`src/rtl/macrocell_pkg.sv`:
```
package macrocell_pkg;

  typedef enum logic [1:0] {
    PERS_REG  = 2'd0,
    PERS_CIO  = 2'd1,
    PERS_DOUT = 2'd2,
    PERS_DIN  = 2'd3
  } pers_e;

  typedef enum logic [1:0] {
    POS_INNER  = 2'd0,
    POS_END    = 2'd1,
    POS_CENTRE = 2'd2
  } pos_e;

  // Unlisted codes fall back to the input personality.
  function automatic pers_e decode_pers(input logic g0, input logic g1, input logic sel);
    case ({g0, g1, sel})
      3'b010:         return PERS_REG;
      3'b011, 3'b111: return PERS_CIO;
      3'b100:         return PERS_DOUT;
      default:        return PERS_DIN;
    endcase
  endfunction

  function automatic logic polarize(input logic sum, input logic inv);
    return sum ^ inv;
  endfunction

endpackage

```
`src/rtl/mc_sum_stage.sv`:
```
module mc_sum_stage
  import macrocell_pkg::*;
#(
  parameter int NUM_TERMS = 8
) (
  input  logic [NUM_TERMS-1:0] pterm,
  input  logic                 inv,
  input  pers_e                pers,
  output logic                 comb_val,
  output logic                 term_oe
);
  localparam int OE_TERM = NUM_TERMS - 1;

  logic full_sum;
  logic part_sum;
  logic sum_sel;

  assign full_sum = |pterm;
  assign part_sum = |pterm[OE_TERM-1:0];
  assign sum_sel  = (pers == PERS_CIO) ? part_sum : full_sum;
  assign comb_val = polarize(sum_sel, inv);
  assign term_oe  = pterm[OE_TERM];

endmodule

```
`src/rtl/mc_state_reg.sv`:
```
module mc_state_reg (
  input  logic clk,
  input  logic rst_n,
  input  logic capture_en,
  input  logic preload_en,
  input  logic preload_pin,
  input  logic d_val,
  output logic q_bit
);
  // The stored bit is the complement of the value shown on the pin.
  always_ff @(posedge clk or negedge rst_n) begin
    if (!rst_n)          q_bit <= 1'b0;
    else if (preload_en) q_bit <= ~preload_pin;
    else if (capture_en) q_bit <= ~d_val;
  end

  AST_PRELOAD_LOADS: assert property (@(posedge clk) disable iff (!rst_n)
    ($past(rst_n) && $past(preload_en)) |-> (q_bit == !$past(preload_pin)));
  AST_HOLD_WHEN_IDLE: assert property (@(posedge clk) disable iff (!rst_n)
    ($past(rst_n) && $past(!capture_en && !preload_en)) |-> $stable(q_bit));

endmodule

```
`src/rtl/mc_feedback_sel.sv`:
```
module mc_feedback_sel
  import macrocell_pkg::*;
#(
  parameter pos_e CELL_POS = POS_INNER
) (
  input  logic  clk,
  input  logic  rst_n,
  input  pers_e pers,
  input  logic  g0,
  input  logic  sel,
  input  logic  q_bit,
  input  logic  pin_in,
  input  logic  neighbour_pin,
  output logic  fb
);
  generate
    if (CELL_POS == POS_END) begin : g_end
      always_comb begin
        case ({g0, sel})
          2'b11:   fb = pin_in;
          2'b10:   fb = q_bit;
          default: fb = neighbour_pin;
        endcase
      end
      logic unused_pers;
      assign unused_pers = ^pers;
      AST_END_NEIGHBOUR: assert property (@(posedge clk) disable iff (!rst_n)
        !g0 |-> (fb == neighbour_pin));
    end else if (CELL_POS == POS_CENTRE) begin : g_centre
      always_comb begin
        case (pers)
          PERS_REG: fb = q_bit;
          PERS_CIO: fb = pin_in;
          default:  fb = 1'b0;
        endcase
      end
      logic unused_bits;
      assign unused_bits = g0 ^ sel ^ neighbour_pin;
      AST_CENTRE_NO_FB: assert property (@(posedge clk) disable iff (!rst_n)
        ((pers == PERS_DOUT) || (pers == PERS_DIN)) |-> (fb == 1'b0));
    end else begin : g_inner
      always_comb begin
        case (pers)
          PERS_REG: fb = q_bit;
          PERS_CIO: fb = pin_in;
          default:  fb = neighbour_pin;
        endcase
      end
      logic unused_bits;
      assign unused_bits = g0 ^ sel;
    end
  endgenerate

endmodule

```
`src/rtl/pterm_macrocell.sv`:
```
module pterm_macrocell
  import macrocell_pkg::*;
#(
  parameter int   NUM_TERMS = 8,
  parameter pos_e CELL_POS  = POS_INNER
) (
  input  logic                 clk,
  input  logic                 rst_n,
  input  logic                 mode_g0,
  input  logic                 mode_g1,
  input  logic                 cell_sel,
  input  logic                 cell_inv,
  input  logic [NUM_TERMS-1:0] pterm,
  input  logic                 reg_oe,
  input  logic                 pin_in,
  input  logic                 neighbour_pin,
  input  logic                 preload_en,
  output logic                 drive_val,
  output logic                 drive_en,
  output logic                 fb
);
  pers_e pers;
  logic  comb_val;
  logic  term_oe;
  logic  capture_en;
  logic  q_bit;

  assign pers       = decode_pers(mode_g0, mode_g1, cell_sel);
  assign capture_en = (pers == PERS_REG);

  mc_sum_stage #(.NUM_TERMS(NUM_TERMS)) u_sum (
    .pterm    (pterm),
    .inv      (cell_inv),
    .pers     (pers),
    .comb_val (comb_val),
    .term_oe  (term_oe)
  );

  mc_state_reg u_state (
    .clk         (clk),
    .rst_n       (rst_n),
    .capture_en  (capture_en),
    .preload_en  (preload_en),
    .preload_pin (pin_in),
    .d_val       (comb_val),
    .q_bit       (q_bit)
  );

  mc_feedback_sel #(.CELL_POS(CELL_POS)) u_fb (
    .clk           (clk),
    .rst_n         (rst_n),
    .pers          (pers),
    .g0            (mode_g0),
    .sel           (cell_sel),
    .q_bit         (q_bit),
    .pin_in        (pin_in),
    .neighbour_pin (neighbour_pin),
    .fb            (fb)
  );

  always_comb begin
    case (pers)
      PERS_REG:  drive_en = reg_oe;
      PERS_CIO:  drive_en = term_oe;
      PERS_DOUT: drive_en = 1'b1;
      default:   drive_en = 1'b0;
    endcase
  end

  assign drive_val = (pers == PERS_REG) ? ~q_bit : comb_val;

  AST_REG_CAPTURE: assert property (@(posedge clk) disable iff (!rst_n)
    ($past(rst_n) && $past(capture_en) && $past(!preload_en) && capture_en)
      |-> (drive_val == $past(comb_val)));
  AST_DOUT_ALWAYS_ON: assert property (@(posedge clk) disable iff (!rst_n)
    (mode_g0 && !mode_g1 && !cell_sel) |-> drive_en);
  AST_INPUT_DRIVER_OFF: assert property (@(posedge clk) disable iff (!rst_n)
    ((mode_g0 && !mode_g1 && cell_sel) || (!mode_g0 && !mode_g1)) |-> !drive_en);
  AST_CIO_TERM_ENABLE: assert property (@(posedge clk) disable iff (!rst_n)
    (mode_g1 && cell_sel) |-> (drive_en == pterm[NUM_TERMS-1]));
  AST_RESET_DRIVES_HIGH: assert property (@(posedge clk)
    (!rst_n && capture_en) |-> drive_val);

endmodule

```
`config.mk`:
```
export PLATFORM = sky130hd
export DESIGN_NAME = pterm_macrocell
export DESIGN_NICKNAME = d
export VERILOG_FILES = /design/src/rtl/macrocell_pkg.sv /design/src/rtl/mc_sum_stage.sv /design/src/rtl/mc_state_reg.sv /design/src/rtl/mc_feedback_sel.sv /design/src/rtl/pterm_macrocell.sv
export SDC_FILE = /design/constraint.sdc
export NUM_CORES = 1
export LEC_CHECK = 0
export BUFFER_PORTS_ARGS = -buffer_cell sky130_fd_sc_hd__clkbuf_2
export CORE_AREA = 3 3 40 42
export DETAILED_ROUTE_END_ITERATION = 12
export DIE_AREA = 0 0 43 45
export HOLD_SLACK_MARGIN = 0.12
export PLACE_DENSITY = 0.41
export SETUP_SLACK_MARGIN = 0.4
export SLEW_MARGIN = 10
export SYNTH_ARGS = -nofsm -noshare
export SYNTH_HDL_FRONTEND = slang
export SYNTH_SLANG_ARGS = --single-unit
```
`constraint.sdc`:
```
create_clock -name clk -period 1.9 [get_ports clk]
set_clock_uncertainty 0.05 [all_clocks]
set_input_delay 0 -clock clk [delete_from_list [all_inputs] [get_ports clk]]
set_output_delay 0 -clock clk [all_outputs]
set_load 0.005 [all_outputs]
```
# After elaboration in Yosys (flattened, before gate mapping)
# Cells that the tools add are included.
# W data, S select, Z words.
totals:
  register_bits: 1
  out_inout_bits: 3
classes:
  eq_ne: 6
  mux: 7
  bitwise_logic: 4
  reduce_logical: 5
op_table:
  columns: ["cell", "count"]
  rows:
  - ["$reduce_or A8 Y1", 1]
  - ["$reduce_or A7 Y1", 1]
  - ["$eq A3 B2 Y1 const B", 2]
  - ["$eq A3 B3 Y1 const B", 2]
  - ["$pmux W2 S3", 1]
  - ["$mux W1", 4]
  - ["$not A1 Y1", 3]
  - ["$pmux W1 S3", 1]
  - ["$eq A2 B1 Y1 const B", 1]
  - ["$eq A2 B2 Y1 const B", 1]
  - ["$logic_not A2 Y1", 1]
  - ["$pmux W1 S2", 1]
  - ["$reduce_bool A2 Y1", 1]
  - ["$reduce_or A2 Y1", 1]
  - ["$xor A1 B1 Y1", 1]

# Depth between registers and ports, before layout
# Gate-level depths: netlist (run 1).
depth:
  ltp_word: 9
  mapped_depth: 4
  depth_no_buf: 4

# By module
# From an unflattened synthesis (run 1), not the netlist that was laid out.
unflattened:
  hier_cells: 24
  area_unflattened_um2: 209.0
modules_own_cells:
  columns: ["mod", "instances", "cells_per_inst", "area_each_um2", "seq_area_each_um2"]
  rows:
  - ["pterm_macrocell", 1, 10, 85.1, 0.0]
  - ["mc_state_reg", 1, 5, 53.8, 25.0]
  - ["mc_sum_stage", 1, 6, 51.3, 0.0]
  - ["mc_feedback_sel", 1, 3, 18.8, 0.0]

# Worst setup path before layout (run 1)
# Ideal clock, no wire load.
synth_path:
  kind: "in2reg"
  startpoint: "input pterm[1]"
  endpoint: "register u_state.q_bit"
  setup_time_ns: 0.126
  arrival_time_ns: 1.083
  path_slack_ns: 0.641
  cell_stages: 4
  n_path_buf: 0
  path_cell_list: "or4_4 a211oi_2 xor2_1 a221o_1"
synth_via:
  elab_chain_len: 6
  elab_cells_between_ends: 7
  classes_between: "3 x mux; 2 x bitwise; 2 x reduce/logical"
synth_rtl:
  columns: ["element", "line", "rtl"]
  rows:
  - ["start: declaration", "pterm_macrocell.sv:13", "input logic [NUM_TERMS-1:0] pterm,"]
  - ["$reduce_or A8 Y1 / $reduce_or A7 Y1 (equally long branches)", "mc_sum_stage.sv:18, mc_sum_stage.sv:19", null]
  - ["$mux W1 *", "mc_sum_stage.sv:20", "assign sum_sel = (pers == PERS_CIO) ? part_sum : full_sum;"]
  - ["$xor A1 B1 Y1 *", "macrocell_pkg.sv:27", "return sum ^ inv;"]
  - ["$not A1 Y1 *", "mc_state_reg.sv:14", "else if (capture_en) q_bit <= ~d_val;"]
  - ["$mux W1 *", "mc_state_reg.sv:14", null]
  - ["$mux W1 *", "mc_state_reg.sv:13", "else if (preload_en) q_bit <= ~preload_pin;"]
  - ["end signal: assignment", "mc_state_reg.sv:13", null]
  - ["end signal: assignment", "mc_state_reg.sv:14", null]
  - ["end: declaration", "mc_state_reg.sv:8", "output logic q_bit"]
# Every way passes the cells marked *; elsewhere a longest branch is shown, timed or not. The select of a mux whose other input is x is not followed.
# A chain may end at the register's enable or synchronous reset.

# Final worst setup path (run 1)
# Ends and elaborated chain as after synthesis.

==> flow_summary_export.csv, run 1 <==
group,metric,value,unit
critical_path,cp_cell_sequence,"clkbuf_2 -> or4_4 -> a211oi_2 -> xor2_1 -> a221o_1",
timing,setup_violations,0,
job,maxCapViolCount,0,
synthesis,ys_async_sr_fraction,100,%
global_route,grt_pass1_vias,199,
run_status,status,"complete, no violations",
synthesis,synth.distinct_cells,14,
die,dieArea,0.00194,mm^2
layout,antennaDiodeCount,0,
synthesis,synth.avg_cell_area,7.88,um^2
detailed_routing,num_vias,224,
timing,fin_hold_ws,0.247,ns
min_path,hold_depth,3,
layout,nFillCells,144,
detailed_routing,drc,0,
critical_path,r2r-start,"u_state.q_bit$_DFFE_PN0P_",
min_path,whs_endpoint,"fb",
synthesis,ys.flop_type,"dfrtp_1",
detailed_routing,first_iter_violations,5,
critical_path,r2r_setup_slack,0.88,ns
critical_path,r2r-end,"u_state.q_bit$_DFFE_PN0P_",
timing,tns,0,ns
critical_path,crit_slowest_cell,"or4_4",
synthesis,yosysSeqAreaShare,15.9,%
critical_path,worstPathRequired,1.72,ns
place,gp_congestion,0.631,
die,io_pins,21,
min_path,hold_start,"neighbour_pin",
critical_path,r2r.worst_path.cells,2,
critical_path,worst-path-buf-inv,1,
synthesis,ys_ff_latch,1,
power_and_ir_drop,leakagePower,0.155,nW
die,start_util,12.3,%
clock_tree,postCtsSetupBuffers,0,
power_and_ir_drop,peakVddDrop,0.0558,mV
clock_tree,insertion_delay,0,ns
die,die_h,45,um
critical_path,max_stage_delay,0.52,ns
global_route,grt_max_degree,7,
clock_tree,cts_hold_buf,1,
critical_path,startpoint_type,"primary input",
critical_path,cp-end-kind,"register",
layout,drive_above_1_share,53.7,%
detailed_routing,wl_per_cell,9.09,um
clock_tree,post_cts_resized,0,
layout,finalNetCount,61,
place,post-dp-hpwl,475,um
timing,final.period_utilization,72.3,%
layout,top_regs,"u_state.q_bit x1",
layout,largest_reg_flops,1,
global_route,grt-ovfl-total,0,
timing,rsz0062_at_grt,"no",
detailed_routing,via_per_inst,4.00,
synthesis,mappedNetlistNets,38,
critical_path,arrival,1.20,ns
power_and_ir_drop,power_density,260,mW/mm^2
timing,fmax,728,MHz
timing,slew_headroom,86.0,%
critical_path,cp_max_fo,2,
synthesis,syn_area,158,um^2
critical_path,path_class,"primary input to register",
clock_tree,clk_pin_slew,0,ns
timing,slew_viol_final,0,
detailed_routing,ant_nets,0,
die,rows,13,
global_route,gr-usage-all-layers,5.06,%
detailed_routing,wirelength,509,um
synthesis,netlist.top_cell.by_area,"a22o_1",
min_path,hold_path_class,"primary input to output port",
die,die_width,43,um
synthesis,synth.area.top_cells,"a22o_1 (17%), dfrtp_1 (16%), a211oi_2 (7.9%)",
synthesis,synthCells,20,
detailed_routing,dr.pass1.iters,2,
timing,final_hold_viol_count,0,
synthesis,ys_top_cells_by_count,"a22o_1 (3), nand2_1 (3), nor2_1 (2), nor2b_1 (2)",
place,port-buffer-count,20,
global_route,antenna_found_initial,0,
synthesis,yosys.area.top_type_share,16.7,%
die,coreArea,0.00128,mm^2
layout,regMostFlops,"u_state.q_bit",
synthesis,synth_edf_count,0,
critical_path,path_delay_family,"simple AND/OR/NAND/NOR gates",
layout,area_growth,81.7,%
layout,fin_cells,56,
synthesis,yosysWarningCount,0,
place,dp_cells,55,
timing,min_period,1.37,ns
timing,worst_pin_slew,0.209,ns
global_route,grt_pass1_wl,828,um
-- routing by layer --
| metal | part of all wire [%] | global-route usage, % | routed length [um] | vias up |
|---|---|---|---|---|
| li1 | - | - | - | 120 |
| met1 | 57 | 8.59 | 289 | 83 |
| met2 | 27 | 6.59 | 135 | 21 |
| met3 | 16 | 1.20 | 83 | 0 |
| met4 | 0 | 0 | 0 | 0 |
| met5 | 0 | 0 | 0 | - |
-- through the flow --
| step | total power, mW | worst slack, ns | util (%) | cell area (um^2) |
|---|---|---|---|---|
| 6_report | 0.0744 | 0.526 | 22.3 | 287 |
| 5_1_grt | 0.0805 | 0.450 | 22.3 | 287 |
| 4_1_cts | 0.0750 | 0.514 | 22.3 | 287 |
| 3_5_place_dp | 0.0732 | 0.501 | 21.5 | 277 |
| 3_3_place_gp | 0.0733 | 0.522 | 21.5 | 277 |
| 2_1_floorplan | 0.0442 | 0.641 | - | 158 |
-- cell usage in the layout, fill, tap and decap left out, drive strengths merged --
cell and count:
clkbuf 20, a22o 3, nand2 3, mux2i 1, dlygate4sd3 1, or4 1
a211oi 1, nor2 2, a221o 1, o31ai 1, o21ai 1, dfrtp 1
inv 1, or3 1, xor2 1, nor2b 2
-- worst max-delay path by stage --
stage | startpoint | end | slack (ns) | cells after the start
6_report | pterm[1] | u_state.q_bit$_DFFE_PN0P_ | 0.53 | 5
5_1_grt | pterm[1] | u_state.q_bit$_DFFE_PN0P_ | 0.45 | 5
4_1_cts | pterm[1] | u_state.q_bit$_DFFE_PN0P_ | 0.51 | 5
3_5_place_dp | pterm[1] | u_state.q_bit$_DFFE_PN0P_ | 0.50 | 5
3_3_place_gp | pterm[1] | u_state.q_bit$_DFFE_PN0P_ | 0.52 | 5
2_1_floorplan | pterm[1] | u_state.q_bit$_DFFE_PN0P_ | 0.64 | 4
-- power breakdown --
group	internal [mW]	switching [mW]	total, mW
Sequential	0.0239	0.00177	0.0256
Combinational	0.0287	0.0200	0.0488
Clock	0	0	0
Total	0.0526	0.0218	0.0744
-- tightest hold or removal path, delay by kind of cell --
family / cells / cell delay (ns)
AO/OA/AOI/OAI: 1 / 0.12
buffers and inverters: 2 / 0.18
-- cell type report --
type	instances	area, um^2	area share (%)
sequential	1	25.0	8.73
inverter	1	3.75	1.31
timing repair buffer	21	110	38.4
multi-input combinational	18	129	45.0
tap	15	18.8	6.55
-- kinds of logic after synthesis --
kind of cell,synth area share [%]
mux,6.35
buf+inv,2.38
compound gates,38.9
simple gates,31.0
flops,15.9
xor+xnor,5.56
Note: power is estimated with default switching activity, not from simulation.
==> run 2: changes to the inputs <==
- clock period: 1.9 -> 1.3 ns (I/O delays scaled with it)
==> flow_summary_export.csv, run 2 (synthesis gave the netlist of run 1 again) <==
group,metric,value,unit
run_status,status,"finished, violations left",
run_status,violations,"negative setup slack",
layout,seq_area,25.0,um^2
detailed_routing,first_iter_violations,4,
critical_path,worstPathRequired,1.12,ns
layout,drive_above_1_share,54.8,%
detailed_routing,ant_nets,0,
die,rows,13,
layout,final_util,23.4,%
timing,min_period,1.38,ns
critical_path,arrival,1.20,ns
timing,setup_violations,1,
die,die_width,43,um
place,gp_congestion,0.653,
layout,nFillCells,138,
detailed_routing,drc,0,
timing,fin_hold_ws,0.251,ns
timing,slew_headroom,86.0,%
detailed_routing,wirelength,518,um
clock_tree,clk_pin_slew,0,ns
global_route,grt_pass1_wl,848,um
timing,fmax,724,MHz
timing,final.period_utilization,106,%
timing,final_hold_viol_count,0,
critical_path,max_stage_delay,0.52,ns
critical_path,cp_cell_sequence,"buf_6 -> or4_4 -> a211oi_2 -> xor2_1 -> a221o_1",
detailed_routing,num_vias,230,
place,dp_slack,-0.0967,ns
detailed_routing,wl_per_cell,9.09,um
min_path,hold_path_class,"primary input to output port",
critical_path,worst-path-buf-inv,1,
timing,setup_slack,-0.0820,ns
power_and_ir_drop,total_power,114,uW
global_route,grt_pass1_vias,179,
layout,area_growth,90.5,%
timing,rsz0062_at_grt,"yes",
layout,regMostFlops,"u_state.q_bit",
global_route,gr-usage-all-layers,5.23,%
layout,multi_input_area,129,um^2
place,post-dp-hpwl,473,um
die,dieArea,0.00194,mm^2
layout,antennaDiodeCount,0,
detailed_routing,via_per_inst,4.04,
layout,top_regs,"u_state.q_bit x1",
global_route,grt-ovfl-total,0,
critical_path,cp-end-kind,"register",
die,coreArea,0.00128,mm^2
critical_path,startpoint_type,"primary input",
clock_tree,insertion_delay,0,ns
timing,worst_pin_slew,0.208,ns
power_and_ir_drop,power_density,380,mW/mm^2
global_route,antenna_found_initial,0,
layout,final_common_cell,"clkbuf_2",
layout,layout_common_cells,"clkbuf_2 (17), a22o_1 (3), nand2_1 (3)",
global_route,grt_max_degree,7,
place,port-buffer-count,20,
detailed_routing,dr.pass1.iters,3,
critical_path,crit_slowest_cell,"or4_4",
critical_path,path_delay_family,"simple AND/OR/NAND/NOR gates",
die,start_util,12.3,%
layout,largest_reg_flops,1,
job,maxCapViolCount,0,
layout,finalNetCount,62,
critical_path,path_class,"primary input to register",
die,io_pins,21,
critical_path,cp_max_fo,2,
die,die_h,45,um
timing,slew_viol_final,0,
power_and_ir_drop,peakVddDrop,0.0824,mV
power_and_ir_drop,leakagePower,0.162,nW
==> run 2: stage by stage <==
stage | setup TNS (ns) | cell area (um^2) | cells
2_1_floorplan | 0 | 158 | 20
5_1_grt | -0.207 | 300 | 57
4_1_cts | -0.0838 | 287 | 56
3_5_place_dp | -0.0967 | 277 | 55
6_report | -0.0820 | 300 | 57
3_3_place_gp | -0.0765 | 277 | 55
==> run 2: layout make-up <==
type	count	area share, %
sequential	1	8.33
timing repair buffer	22	41.3
tap	15	6.25
inverter	1	1.25
multi-input combinational	18	42.9
==> run 2: per-layer routing <==
metal | track usage [%] | vias to the layer above | share of wire [%]
met2 | 5.69 | 21 | 25
met4 | 0 | 0 | 0
met3 | 1.20 | 0 | 17
met5 | 0 | - | 0
met1 | 9.79 | 87 | 58
li1 | - | 122 | -
==> run 2: worst paths after layout <==
path | end | startpoint | slack (ns) | depth (start not counted)
hold reg to reg | u_state.q_bit$_DFFE_PN0P_ | u_state.q_bit$_DFFE_PN0P_ | 0.62 | 2
setup reg to reg | u_state.q_bit$_DFFE_PN0P_ | u_state.q_bit$_DFFE_PN0P_ | 0.28 | 2
setup / recovery | u_state.q_bit$_DFFE_PN0P_ | pterm[1] | -0.08 | 5
hold / removal | fb | neighbour_pin | 0.25 | 3
max in group asynchronous | u_state.q_bit$_DFFE_PN0P_ | rst_n | 0.85 | 2
min in group asynchronous | u_state.q_bit$_DFFE_PN0P_ | rst_n | 0.26 | 2
==> run 2: repair_timing <==
item | CTS | global route
hold buffers | 1 | 0
endpoints found under the hold margin | 1 | 0
buffers inserted | 0 | 1
cloned | 0 | 0
pin swaps | 1 | 0
resized for setup | 0 | 3
endpoints found under the setup margin | 2 | 3
==> run 2: power breakdown <==
group / switching, mW / internal [mW]
Combinational: 0.0296 / 0.0473
Clock: 0 / 0
Sequential: 0.00248 / 0.0349
Total: 0.0321 / 0.0822
==> run 2: worst min-delay path: stages <==
cell,delay (ns)
clkbuf_2,0.08
a22o_1,0.12
buf_2,0.10
